## src/rtl/xs3_pkg.sv

```systemverilog
package xs3_pkg;

    localparam int DIGIT_BITS = 4;
    localparam int POS_W      = $clog2(DIGIT_BITS);
    localparam logic [DIGIT_BITS-1:0] ADDEND = 4'b0011;

    typedef enum logic [2:0] {
        ST_P0    = 3'd0,
        ST_P1_C0 = 3'd1,
        ST_P1_C1 = 3'd2,
        ST_P2_C0 = 3'd3,
        ST_P2_C1 = 3'd4,
        ST_P3_C0 = 3'd5,
        ST_P3_C1 = 3'd6
    } xs3_state_e;

    function automatic logic [POS_W-1:0] pos_of(input xs3_state_e s);
        case (s)
            ST_P1_C0, ST_P1_C1: pos_of = POS_W'(1);
            ST_P2_C0, ST_P2_C1: pos_of = POS_W'(2);
            ST_P3_C0, ST_P3_C1: pos_of = POS_W'(3);
            default:            pos_of = POS_W'(0);
        endcase
    endfunction

    function automatic logic carry_of(input xs3_state_e s);
        case (s)
            ST_P1_C1, ST_P2_C1, ST_P3_C1: carry_of = 1'b1;
            default:                      carry_of = 1'b0;
        endcase
    endfunction

endpackage

```

## src/rtl/xs3_next_state.sv

```systemverilog
module xs3_next_state
    import xs3_pkg::*;
(
    input  xs3_state_e cur,
    input  logic       din,
    output xs3_state_e nxt
);
    always_comb begin
        unique case (cur)
            ST_P0:    nxt = din ? ST_P1_C1 : ST_P1_C0;
            ST_P1_C0: nxt = din ? ST_P2_C1 : ST_P2_C0;
            ST_P1_C1: nxt = ST_P2_C1;
            ST_P2_C0: nxt = ST_P3_C0;
            ST_P2_C1: nxt = din ? ST_P3_C1 : ST_P3_C0;
            ST_P3_C0: nxt = ST_P0;
            ST_P3_C1: nxt = ST_P0;
            default:  nxt = ST_P0;
        endcase
    end
endmodule

```

## src/rtl/xs3_output.sv

```systemverilog
module xs3_output
    import xs3_pkg::*;
(
    input  xs3_state_e cur,
    input  logic       din,
    output logic       sum_bit
);
    logic [POS_W-1:0] pos;
    logic             cin;
    logic             add_bit;

    always_comb begin
        pos     = pos_of(cur);
        cin     = carry_of(cur);
        add_bit = ADDEND[pos];
        sum_bit = din ^ add_bit ^ cin;
    end
endmodule

```

## src/rtl/xs3_serial_conv.sv

```systemverilog
module xs3_serial_conv
    import xs3_pkg::*;
(
    input  logic clk,
    input  logic rst_n,
    input  logic din,
    output logic dout
);
    xs3_state_e state;
    xs3_state_e state_nxt;
    logic       sum_bit;

    xs3_next_state u_ns (
        .cur (state),
        .din (din),
        .nxt (state_nxt)
    );

    xs3_output u_ol (
        .cur     (state),
        .din     (din),
        .sum_bit (sum_bit)
    );

    always_ff @(posedge clk or negedge rst_n) begin
        if (!rst_n) state <= ST_P0;
        else        state <= state_nxt;
    end

    always_comb begin
        dout = rst_n ? sum_bit : 1'b0;
    end

    AST_LEGAL_STATE: assert property (@(posedge clk) disable iff (!rst_n)
        state inside {ST_P0, ST_P1_C0, ST_P1_C1, ST_P2_C0, ST_P2_C1, ST_P3_C0, ST_P3_C1});
    AST_STEP_ORDER: assert property (@(posedge clk) disable iff (!rst_n)
        (state inside {ST_P1_C0, ST_P1_C1}) |=> (state inside {ST_P2_C0, ST_P2_C1}));
    AST_WRAP_TO_START: assert property (@(posedge clk) disable iff (!rst_n)
        (state inside {ST_P3_C0, ST_P3_C1}) |=> (state == ST_P0));
    AST_P0_INVERTS: assert property (@(posedge clk) disable iff (!rst_n)
        (state == ST_P0) |-> (dout != din));
    AST_CARRY_CAPTURE: assert property (@(posedge clk) disable iff (!rst_n)
        (state == ST_P0 && din) |=> (state == ST_P1_C1));
    AST_CARRY_DROP: assert property (@(posedge clk) disable iff (!rst_n)
        (state == ST_P2_C0) |=> (state == ST_P3_C0));

endmodule

```

## config.mk

```make
export PLATFORM = sky130hd
export DESIGN_NAME = xs3_serial_conv
export DESIGN_NICKNAME = d
export VERILOG_FILES = /design/src/rtl/xs3_pkg.sv /design/src/rtl/xs3_next_state.sv /design/src/rtl/xs3_output.sv /design/src/rtl/xs3_serial_conv.sv
export SDC_FILE = /design/constraint.sdc
export NUM_CORES = 1
export LEC_CHECK = 0
export ABC_AREA = 0
export BUFFER_PORTS_ARGS = -buffer_cell sky130_fd_sc_hd__buf_2
export CELL_PAD_IN_SITES_DETAIL_PLACEMENT = 1
export CELL_PAD_IN_SITES_GLOBAL_PLACEMENT = 1
export CORE_AREA = 2 2 39 41
export CTS_CLUSTER_SIZE = 24
export DETAILED_ROUTE_END_ITERATION = 12
export DIE_AREA = 0 0 41 43
export GPL_ROUTABILITY_DRIVEN = 0
export PLACE_DENSITY = 0.31
export SYNTH_ARGS = -nofsm -noshare
export SYNTH_HDL_FRONTEND = slang
export SYNTH_SLANG_ARGS = --single-unit
```

## constraint.sdc

```tcl
create_clock -name clk -period 1.05 [get_ports clk]
set_input_delay 0.1575 -clock clk [delete_from_list [all_inputs] [get_ports clk]]
set_output_delay 0.1575 -clock clk [all_outputs]
set_load 0.1 [all_outputs]
```

Word level (Yosys, flattened, before mapping). Cells that the tools add are included.

Reduce and logical (&&, ||, !) cells: 5. Multiplexer cells: 9. Bitwise gates (word level): 2. $lt $le $gt $ge: 1. Equal/unequal tests: 6.

Operators with widths (number): 3-bit case mux with 5 select lines (1); 3-bit == test, second input constant (3); 3-bit by 2-bit == test with 1-bit output, second input constant (2); 2-bit case mux with 3 select lines (1); 2-bit OR reduction (3); 2-bit two-way mux (2); 3-bit by 1-bit == test with 1-bit output, second input constant (1); 3-bit zero test (1); 2-bit by 3-bit less-than comparator with 1-bit output, second input constant (1); 1-bit two-way mux (3); 3-bit two-way mux (1); 3-bit OR reduction (1); 1-bit binary-select mux with 2-bit select (1); 1-bit XOR (2).

Input bits: 3. Logic and storage cells: 24. Output and inout port bits: 1. Register bits after elaboration: 3.

Logic depth before layout (Yosys ltp). Gate-level depths: netlist of the first run.

Word-level depth: 8. Depth in mapped cells: 3. Mapped depth without buffers: 3.

By module. From an unflattened synthesis of the first run, not the netlist that was laid out.

Cells, all modules: 17. Area, all modules: 168.9 um^2.

Modules (own cells, without submodules): xs3_serial_conv (instances 1, cells an instance 4, area an instance 81.3 um^2); xs3_next_state (instances 1, cells an instance 9, area an instance 58.8 um^2); xs3_output (instances 1, cells an instance 4, area an instance 28.8 um^2).

Worst setup path before layout of the first run. No wires, ideal clock.

Path kind: register -> output. From: register state[1]. To: output dout. Arrival time: 2.240 ns. Stages on the path, launching flop included: 3. Path buffers: 0. Path slack: -1.348 ns. Required time: 0.892 ns. Cell sequence: dfrtp_1 mux2i_1 mux2i_1.

Cells in the longest elaborated chain, start to end: 8. Elaborated cells between the ends (all ways): 17. Classes of those cells: eq/ne: 6; mux: 5; bitwise: 2; reduce/logical: 4.

RTL lines: start: declaration (RTL line xs3_serial_conv.sv:9) `xs3_state_e state;`; start signal: assignment (RTL line xs3_serial_conv.sv:27) `else state <= state_nxt;`; 3-bit == test (tied with other cells) (RTL line xs3_pkg.sv:18) `case (s)`; 2-bit OR reduction (RTL line xs3_pkg.sv:18); 2-bit case mux with 3 select lines (RTL line xs3_pkg.sv:18); 1-bit binary-select mux with 2-bit select (RTL line xs3_output.sv:15) `add_bit = ADDEND[pos];`; 1-bit two-way mux (not written as such) (RTL line xs3_output.sv:15); 1-bit XOR (RTL line xs3_output.sv:16) `sum_bit = din ^ add_bit ^ cin;`; 1-bit XOR * (RTL line xs3_output.sv:16); 1-bit two-way mux * (RTL line xs3_serial_conv.sv:31) `dout = rst_n ? sum_bit : 1'b0;`; end: declaration (RTL line xs3_serial_conv.sv:7) `output logic dout`.

Every way passes the cells marked *; elsewhere a longest branch is shown, timed or not. The select of a mux whose other input is x is not followed.

Final worst setup path of the first run. Ends and elaborated chain as after synthesis.

==> results of run 1 <==
cell usage in the layout, fill, tap and decap left out:
master / Yosys / layout
a21oi_1: 3 / 3
buf_4: 0 / 5
nand2_1: 4 / 3
inv_1: 2 / 2
dfrtp_2: 0 / 1
clkbuf_4: 0 / 3
clkbuf_1: 0 / 1
buf_2: 0 / 2
nor3b_1: 1 / 1
o21ai_0: 2 / 2
nand2_2: 0 / 1
mux2i_4: 0 / 2
dlygate4sd3_1: 0 / 1
buf_12: 0 / 1
nor2_1: 2 / 2
dfrtp_1: 3 / 2
per-layer routing:
metal / track usage, % / vias to the layer above
met1: 6.84 / 93
met5: 0 / -
met3: 4.71 / 0
met4: 6.00 / 0
met2: 9.38 / 2
li1: - / 88
metrics by stage:
step | setup slack (ps) | hold slack, ps | utilization, % | std cells
final | -489 | 260 | 22.4 | 48
after global routing | -545 | 264 | 22.4 | 48
after CTS | -550 | 266 | 22.3 | 48
after global placement | -284 | 82.1 | 18.9 | 43
after floorplan | -536 | -138 | - | 19
after detailed placement | -309 | 82.1 | 18.9 | 43
worst max path at each step:
stage	from	to	depth (start not counted)	slack, ps
after floorplan	state[1]	dout	2	-540
after global placement	state[2]	dout	4	-280
after detailed placement	state[2]	dout	4	-310
after CTS	state[2]	dout	4	-550
after global routing	state[1]	dout	3	-550
final	state[1]	dout	3	-490
worst max-delay path: cells and delay by family, from the launching register on:
kind                   cells  cell delay (ps)
buffers and inverters      1              200
DFF                        1              390
muxes                      2              560
cells by family (layout without fill, tap and decap cells):
kind of cell / count (synthesis) / count (layout) / synth area share [%]
buf+inv: 2 / 15 / 4.76
compound gates: 5 / 5 / 15.9
simple gates: 7 / 7 / 19.0
flops: 3 / 3 / 47.6
mux: 2 / 2 / 12.7
cell type report:
cell class	count	share of cell area [%]
clock buffer	4	8.47
inverter	2	2.42
multi-input combinational	14	33.1
sequential	3	24.6
tap	16	6.45
timing repair buffer	9	25.0
timing repair:
item / CTS / global route
gates resized for setup: 2 / 1
hold buffers: 1 / 0
endpoints found under the setup margin: 1 / 2
hold endpoints to repair: 3 / 0
power groups by stage:
stage | combinational [µW] | clock [µW] | sequential, µW
global placement | 540 | 0 | 229
floorplan | 301 | 0 | 243
finish | 578 | 198 | 245
global route | 622 | 229 | 253
detailed placement | 545 | 0 | 224
CTS | 587 | 208 | 245
==> summary.txt, run 1 <==
Setup path
  – CP startpoint kind: flop
  – Critical path class: reg -> out
  – R2R cell count: 4
  – Worst reg2reg endpoint: state[1]
  – Worst EP arrival: 1380 ps
  – CP max stage delay: a little under 400 ps
  – Critical Path End Type: output pin
  – Internal reg-to-reg setup slack: ~60 ps
  – WP data required: slightly below 900 ps
  – Cells along the critical path: mux2i_4 > mux2i_4 > buf_12
  – Slowest CP cell: dfrtp_1
  – RR Startpoint: state[2]
  – Most frequent CP cell: mux2i_4
  – Worst Path Max Fanout: 2

Cells and area
  – N_diodes: 0
  – Share of post-route cells with drive strength above 1: 46.9%
  – Max reg flops: 3
  – Reg with most FFs: state
  – Finished Cell Area: about 310 µm²
  – Sequential Area: 76.3 µm²
  – Post-layout nets: 36
  – Fillers: roughly 170
  – Multi-input logic area: between 100 and 150 µm²
  – Area Growth Syn to Fin: 96.8%
  – Top flop regs: state x3

Clock network
  – # Post-CTS Setup Buffers: 0
  – Clock-pin transition on the worst setup and hold timing paths: about 30 ps
  – Clock sinks: 3
  – CTS Buf Count: 3
  – CTS root buf: clkbuf_4
  – CTS tree: yes
  – Worst skew pair latency: approximately 230 ps
  – H-tree Lvls: 1
  – CTS max path bufs: 2

Timing
  – Fin worst setup slack: -489 ps
  – Max Clock Freq: ~0.65 GHz
  – Fin crit period: approximately 1500 ps
  – Clock skew: 0.780 ps
  – Slew margin rel.: 87.7%
  – Setup TNS Final: -489 ps
  – RSZ-0062 raised after global routing: yes
  – Max Slew Vio Count: 0
  – Worst-Margin Slew: approximately 180 ps
  – Final Hold Violating Endpoints: 0
  – Tcrit/Tclk final: 147%
  – Final Setup Violations: 1

Global routing
  – Largest net degree at the start of global routing: 6
  – Vias in the first global route: 183
  – Tot GR Track Use: roughly 7%
  – Global-route wire length before repair: roughly 750 µm
  – Overflow after GRT: 0
  – Antenna violations before repair: 0

Placement
  – Port bufs: 3
  – Dpl cell area: about 260 µm²
  – DP HPWL: between 300 and 400 µm

Logic synthesis
  – Cell variety after synth: 8
  – Top cells by area, synth: dfrtp_1 48%, mux2i_1 13%, a21oi_1 9.5%, nand2_1 9.5%, o21ai_0 6.3%
  – Cells after synthesis: 19
  – Most common cell in the netlist: nand2_1
  – Syn nets: 22
  – Cell Area, Synth: approximately 160 µm²
  – Synth warn: 0
  – Sequential element share of the synthesized area: between 40% and 50%
  – EDFF count, synth: 0
  – Ys flop type: dfrtp_1
  – Post-synth ARST share: between 90% and 100%
  – Syn_area_per_cell: just over 8 µm²
  – Synth Register Bits: 3
  – Area leader, netlist: dfrtp_1
  – Share of the synthesized area in the top cell type: 47.6%
  – Post-synth top cells: 4 x nand2_1, 3 x a21oi_1, 3 x dfrtp_1

Pwr
  – Sw Ratio: approximately 40%
  – Pwr/cell area: between 3000 and 4000 mW/mm²
  – Tot Pwr: ~1000 µW
  – Seq pwr share: between 20% and 30%
  – Clk network pwr share: approximately a fifth
  – Switch Pwr: around 400 µW
  – Pint: around 620 µW
  – Max IR drop VDD: 0.000845 V
  – P_leak: 0.000137 µW
  – Gate power share: around 57%

Drt
  – Detail-routed net length per standard cell: between 8 and 9 µm
  – Metal2 WL: about 230 µm
  – DRT Pass-1 Iters: 4
  – Via count: 183
  – DR iter-0 viols: 5
  – Met3 routed wirelength: around 17 µm
  – Via-to-Cell Ratio: 3.81
  – Top Metal Used: met3
  – DRC Markers: 0
  – Met1 WL: around 180 µm
  – Routed Wire Length: between 400 and 500 µm
  – Routed Antenna Nets: 0

Die
  – Initial Utilization: between 10% and 20%
  – Num rows: 14
  – I/O Pins: 4
  – Core ar.: 0.00138 mm²
  – Die area: around 0.0018 mm²
  – Horiz. Die Dim: 41 µm
  – Die span in y: about 43 µm

Worst hold path
  – Hold EP: state[1]
  – Hold path depth: 3
  – Worst hold path type: in -> reg
  – Hold path startpoint: din

Job
  – Max-cap violations: 0

Outcome
  – Run status: finished with violations
  – Violated checks: setup timing
Power figures use the tool's default switching activity.
==> inputs of run 2 (changes only) <==
--- a/config.mk
+++ b/config.mk
@@ -6,10 +6,11 @@
 export NUM_CORES = 1
 export LEC_CHECK = 0
 export ABC_AREA = 0
-export BUFFER_PORTS_ARGS = -buffer_cell sky130_fd_sc_hd__buf_2
+export BUFFER_PORTS_ARGS = -buffer_cell sky130_fd_sc_hd__clkbuf_2
 export CELL_PAD_IN_SITES_DETAIL_PLACEMENT = 1
 export CELL_PAD_IN_SITES_GLOBAL_PLACEMENT = 1
 export CORE_AREA = 2 2 39 41
+export CTS_BUF_LIST = sky130_fd_sc_hd__clkbuf_8
 export CTS_CLUSTER_SIZE = 24
 export DETAILED_ROUTE_END_ITERATION = 12
 export DIE_AREA = 0 0 41 43
==> run 2 against run 1 <==
- combinational power fell by 2%
- clock skew barely moved
- sequential share of layout area fell by 1.5 points
- sequential cell count did not move
- non-clock buffer count fell by 1
- die area did not move
- critical path depth rose by 1
- the run still ends with setup timing left
- sequential power barely moved
- critical path type unchanged
- final area rose by 4.8%
- final cell count fell by 2.1%
- first-iteration DRC count fell by 100%
- highest routed layer unchanged
- count of clock-buffer cells in the layout fell by 1
==> summary.txt, run 2 (synthesis results as in run 1) <==
Timing
  – Slew margin rel.: 87.4% (-0.31 points)
  – RSZ-0062 raised after global routing: yes
  – Worst-Margin Slew: 186 ps (+4.60 ps)
  – Max Slew Vio Count: 0 (unchanged)
  – Setup TNS Final: -511 ps (-22.5 ps)
  – Final Hold Violating Endpoints: 0 (unchanged)
  – Max Clock Freq: 0.641 GHz (-1.4%)
  – Tcrit/Tclk final: 149% (+2.1 points)
  – Fin worst setup slack: -511 ps (-22.5 ps)
  – Final Setup Violations: 1 (unchanged)
  – Fin crit period: 1560 ps (+22.5 ps)
  – Clock skew: 0.798 ps (+0.0184 ps)

Setup path
  – Slowest CP cell: dfrtp_1
  – WP data required: 890 ps (about the same)
  – RR Startpoint: state[2]
  – Most frequent CP cell: mux2i_4
  – Cells along the critical path: nand2_2 > mux2i_4 > mux2i_4 > buf_12
  – Critical path class: reg -> out
  – Internal reg-to-reg setup slack: 70 ps (about the same)
  – Worst EP arrival: 1400 ps (+20 ps)
  – Worst reg2reg endpoint: state[1]
  – Critical Path End Type: output pin
  – Worst Path Max Fanout: 3 (+1)
  – CP startpoint kind: flop
  – WP buf/inv: 1 (unchanged)
  – R2R cell count: 4 (unchanged)
  – Top delay family on crit path: multiplexers
  – CP max stage delay: 420 ps (+30 ps)

Cells and area
  – Final Util: 23.5% (+1.1 points)
  – N_diodes: 0 (unchanged)
  – Top flop regs: state x3
  – Multi-input logic area: 108 µm² (+4.9%)
  – Reg with most FFs: state
  – Max reg flops: 3 (unchanged)
  – Sequential Area: 75.1 µm² (-1.6%)
  – Post-layout nets: 35 (-2.8%)
  – Share of post-route cells with drive strength above 1: 45.2% (-1.7 points)
  – Area Growth Syn to Fin: 106%
  – Leading cell type in the layout, fill and taps excluded: buf_4
  – Fillers: 163 (-3.6%)

Clock network
  – Worst skew pair latency: 210 ps (-20 ps)
  – CTS root buf: clkbuf_8
  – CTS tree: yes
  – CTS max path bufs: 2 (unchanged)
  – Clock sinks: 3 (unchanged)
  – # Post-CTS Setup Buffers: 0 (unchanged)
  – CTS Buf Count: 3 (unchanged)
  – Clock-pin transition on the worst setup and hold timing paths: 30 ps (about the same)
  – H-tree Lvls: 1 (unchanged)

Worst hold path
  – Hold EP: state[1]
  – Worst hold path type: in -> reg
  – Hold path depth: 3 (unchanged)
  – Hold path startpoint: din

Die
  – Die area: 0.00176 mm² (unchanged)
  – Initial Utilization: 11.4% (unchanged)
  – I/O Pins: 4 (unchanged)
  – Core ar.: 0.00138 mm² (unchanged)
  – Horiz. Die Dim: 41 µm (unchanged)
  – Die span in y: 43 µm (unchanged)
  – Num rows: 14 (unchanged)

Drt
  – Via count: 175 (-4.4%)
  – Met1 WL: 175 µm (-4.4%)
  – Detail-routed net length per standard cell: 9.47 µm (+6.4%)
  – DRC Markers: 0 (unchanged)
  – Metal2 WL: 258 µm (+14%)
  – DR iter-0 viols: 0 (-5)
  – DRT Pass-1 Iters: 1 (-3)
  – Met3 routed wirelength: 11 µm (-35%)
  – Routed Wire Length: 445 µm (+4.2%)
  – Top Metal Used: met3
  – Routed Antenna Nets: 0 (unchanged)
  – Via-to-Cell Ratio: 3.72 (-2.3%)

Placement
  – Port bufs: 3 (unchanged)

Global routing
  – Tot GR Track Use: 7.37% (+0.41 points)
  – Largest net degree at the start of global routing: 6 (unchanged)
  – Vias in the first global route: 194 (+6.0%)
  – Global-route wire length before repair: 745 µm (unchanged)
  – Overflow after GRT: 0 (unchanged)
  – Antenna violations before repair: 0 (unchanged)

Pwr
  – P_leak: 0.000148 µW (+8.1%)
  – Max IR drop VDD: 0.000834 V (-1.3%)
  – Pwr/cell area: 3480 mW/mm² (+5.7%)

Outcome
  – Run status: finished with violations
  – Violated checks: setup timing

Job
  – Max-cap violations: 0 (unchanged)
-- run 2: timing repair --
item | 4_1_cts | 5_1_grt
gates resized for setup | 0 | 3
hold buffers | 1 | 0
endpoints found under the hold margin | 3 | 0
endpoints found under the setup margin | 1 | 1
-- run 2: metrics by stage --
stage          std cells  power, µW  cell area, µm²  hold WS (ps)  setup WS, ps
6_report              47       1130             325           292          -511
5_1_grt               47       1220             325           312          -563
4_1_cts               47       1080             309           283          -523
3_5_place_dp          42        750             254          84.1          -293
3_3_place_gp          42        750             254          85.5          -281
2_1_floorplan         19        544             174          -138          -536
-- run 2: where the power goes --
| group | internal [µW] | leakage, µW | switching (µW) |
|---|---|---|---|
| Clock | 248 | 0.0000269 | 71.9 |
| Sequential | 177 | 0.0000370 | 70.0 |
| Combinational | 285 | 0.0000841 | 280 |
| Total | 711 | 0.000148 | 422 |
-- run 2: worst max path at each step --
stage                     startpoint  endpoint  slack [ps]  cells past startpoint
final                       state[2]      dout        -510                      4
after global routing        state[2]      dout        -560                      4
after CTS                   state[2]      dout        -520                      4
after detailed placement    state[2]      dout        -290                      4
after global placement      state[2]      dout        -280                      4
after floorplan             state[1]      dout        -540                      2
-- run 2: final cells by class --
class / count / area share, %
multi-input combinational: 14 / 33.1
sequential: 3 / 23.1
timing repair buffer: 8 / 21.5
clock buffer: 3 / 12.7
tap: 16 / 6.15
inverter: 2 / 2.31
clock inverter: 1 / 1.15
-- run 2: worst reg2reg max path: stages, from the launching register on --
cell	delay (ps)
dfrtp_1	420
buf_4	170
nor3b_2	170
a21oi_1	60
nor2_1	90
-- run 2: metal layers --
| layer | vias to the layer above | GRT usage [%] |
|---|---|---|
| met1 | 87 | 7.52 |
| met3 | 0 | 4.71 |
| met5 | - | 0 |
| li1 | 86 | - |
| met4 | 0 | 10.0 |
| met2 | 2 | 8.13 |
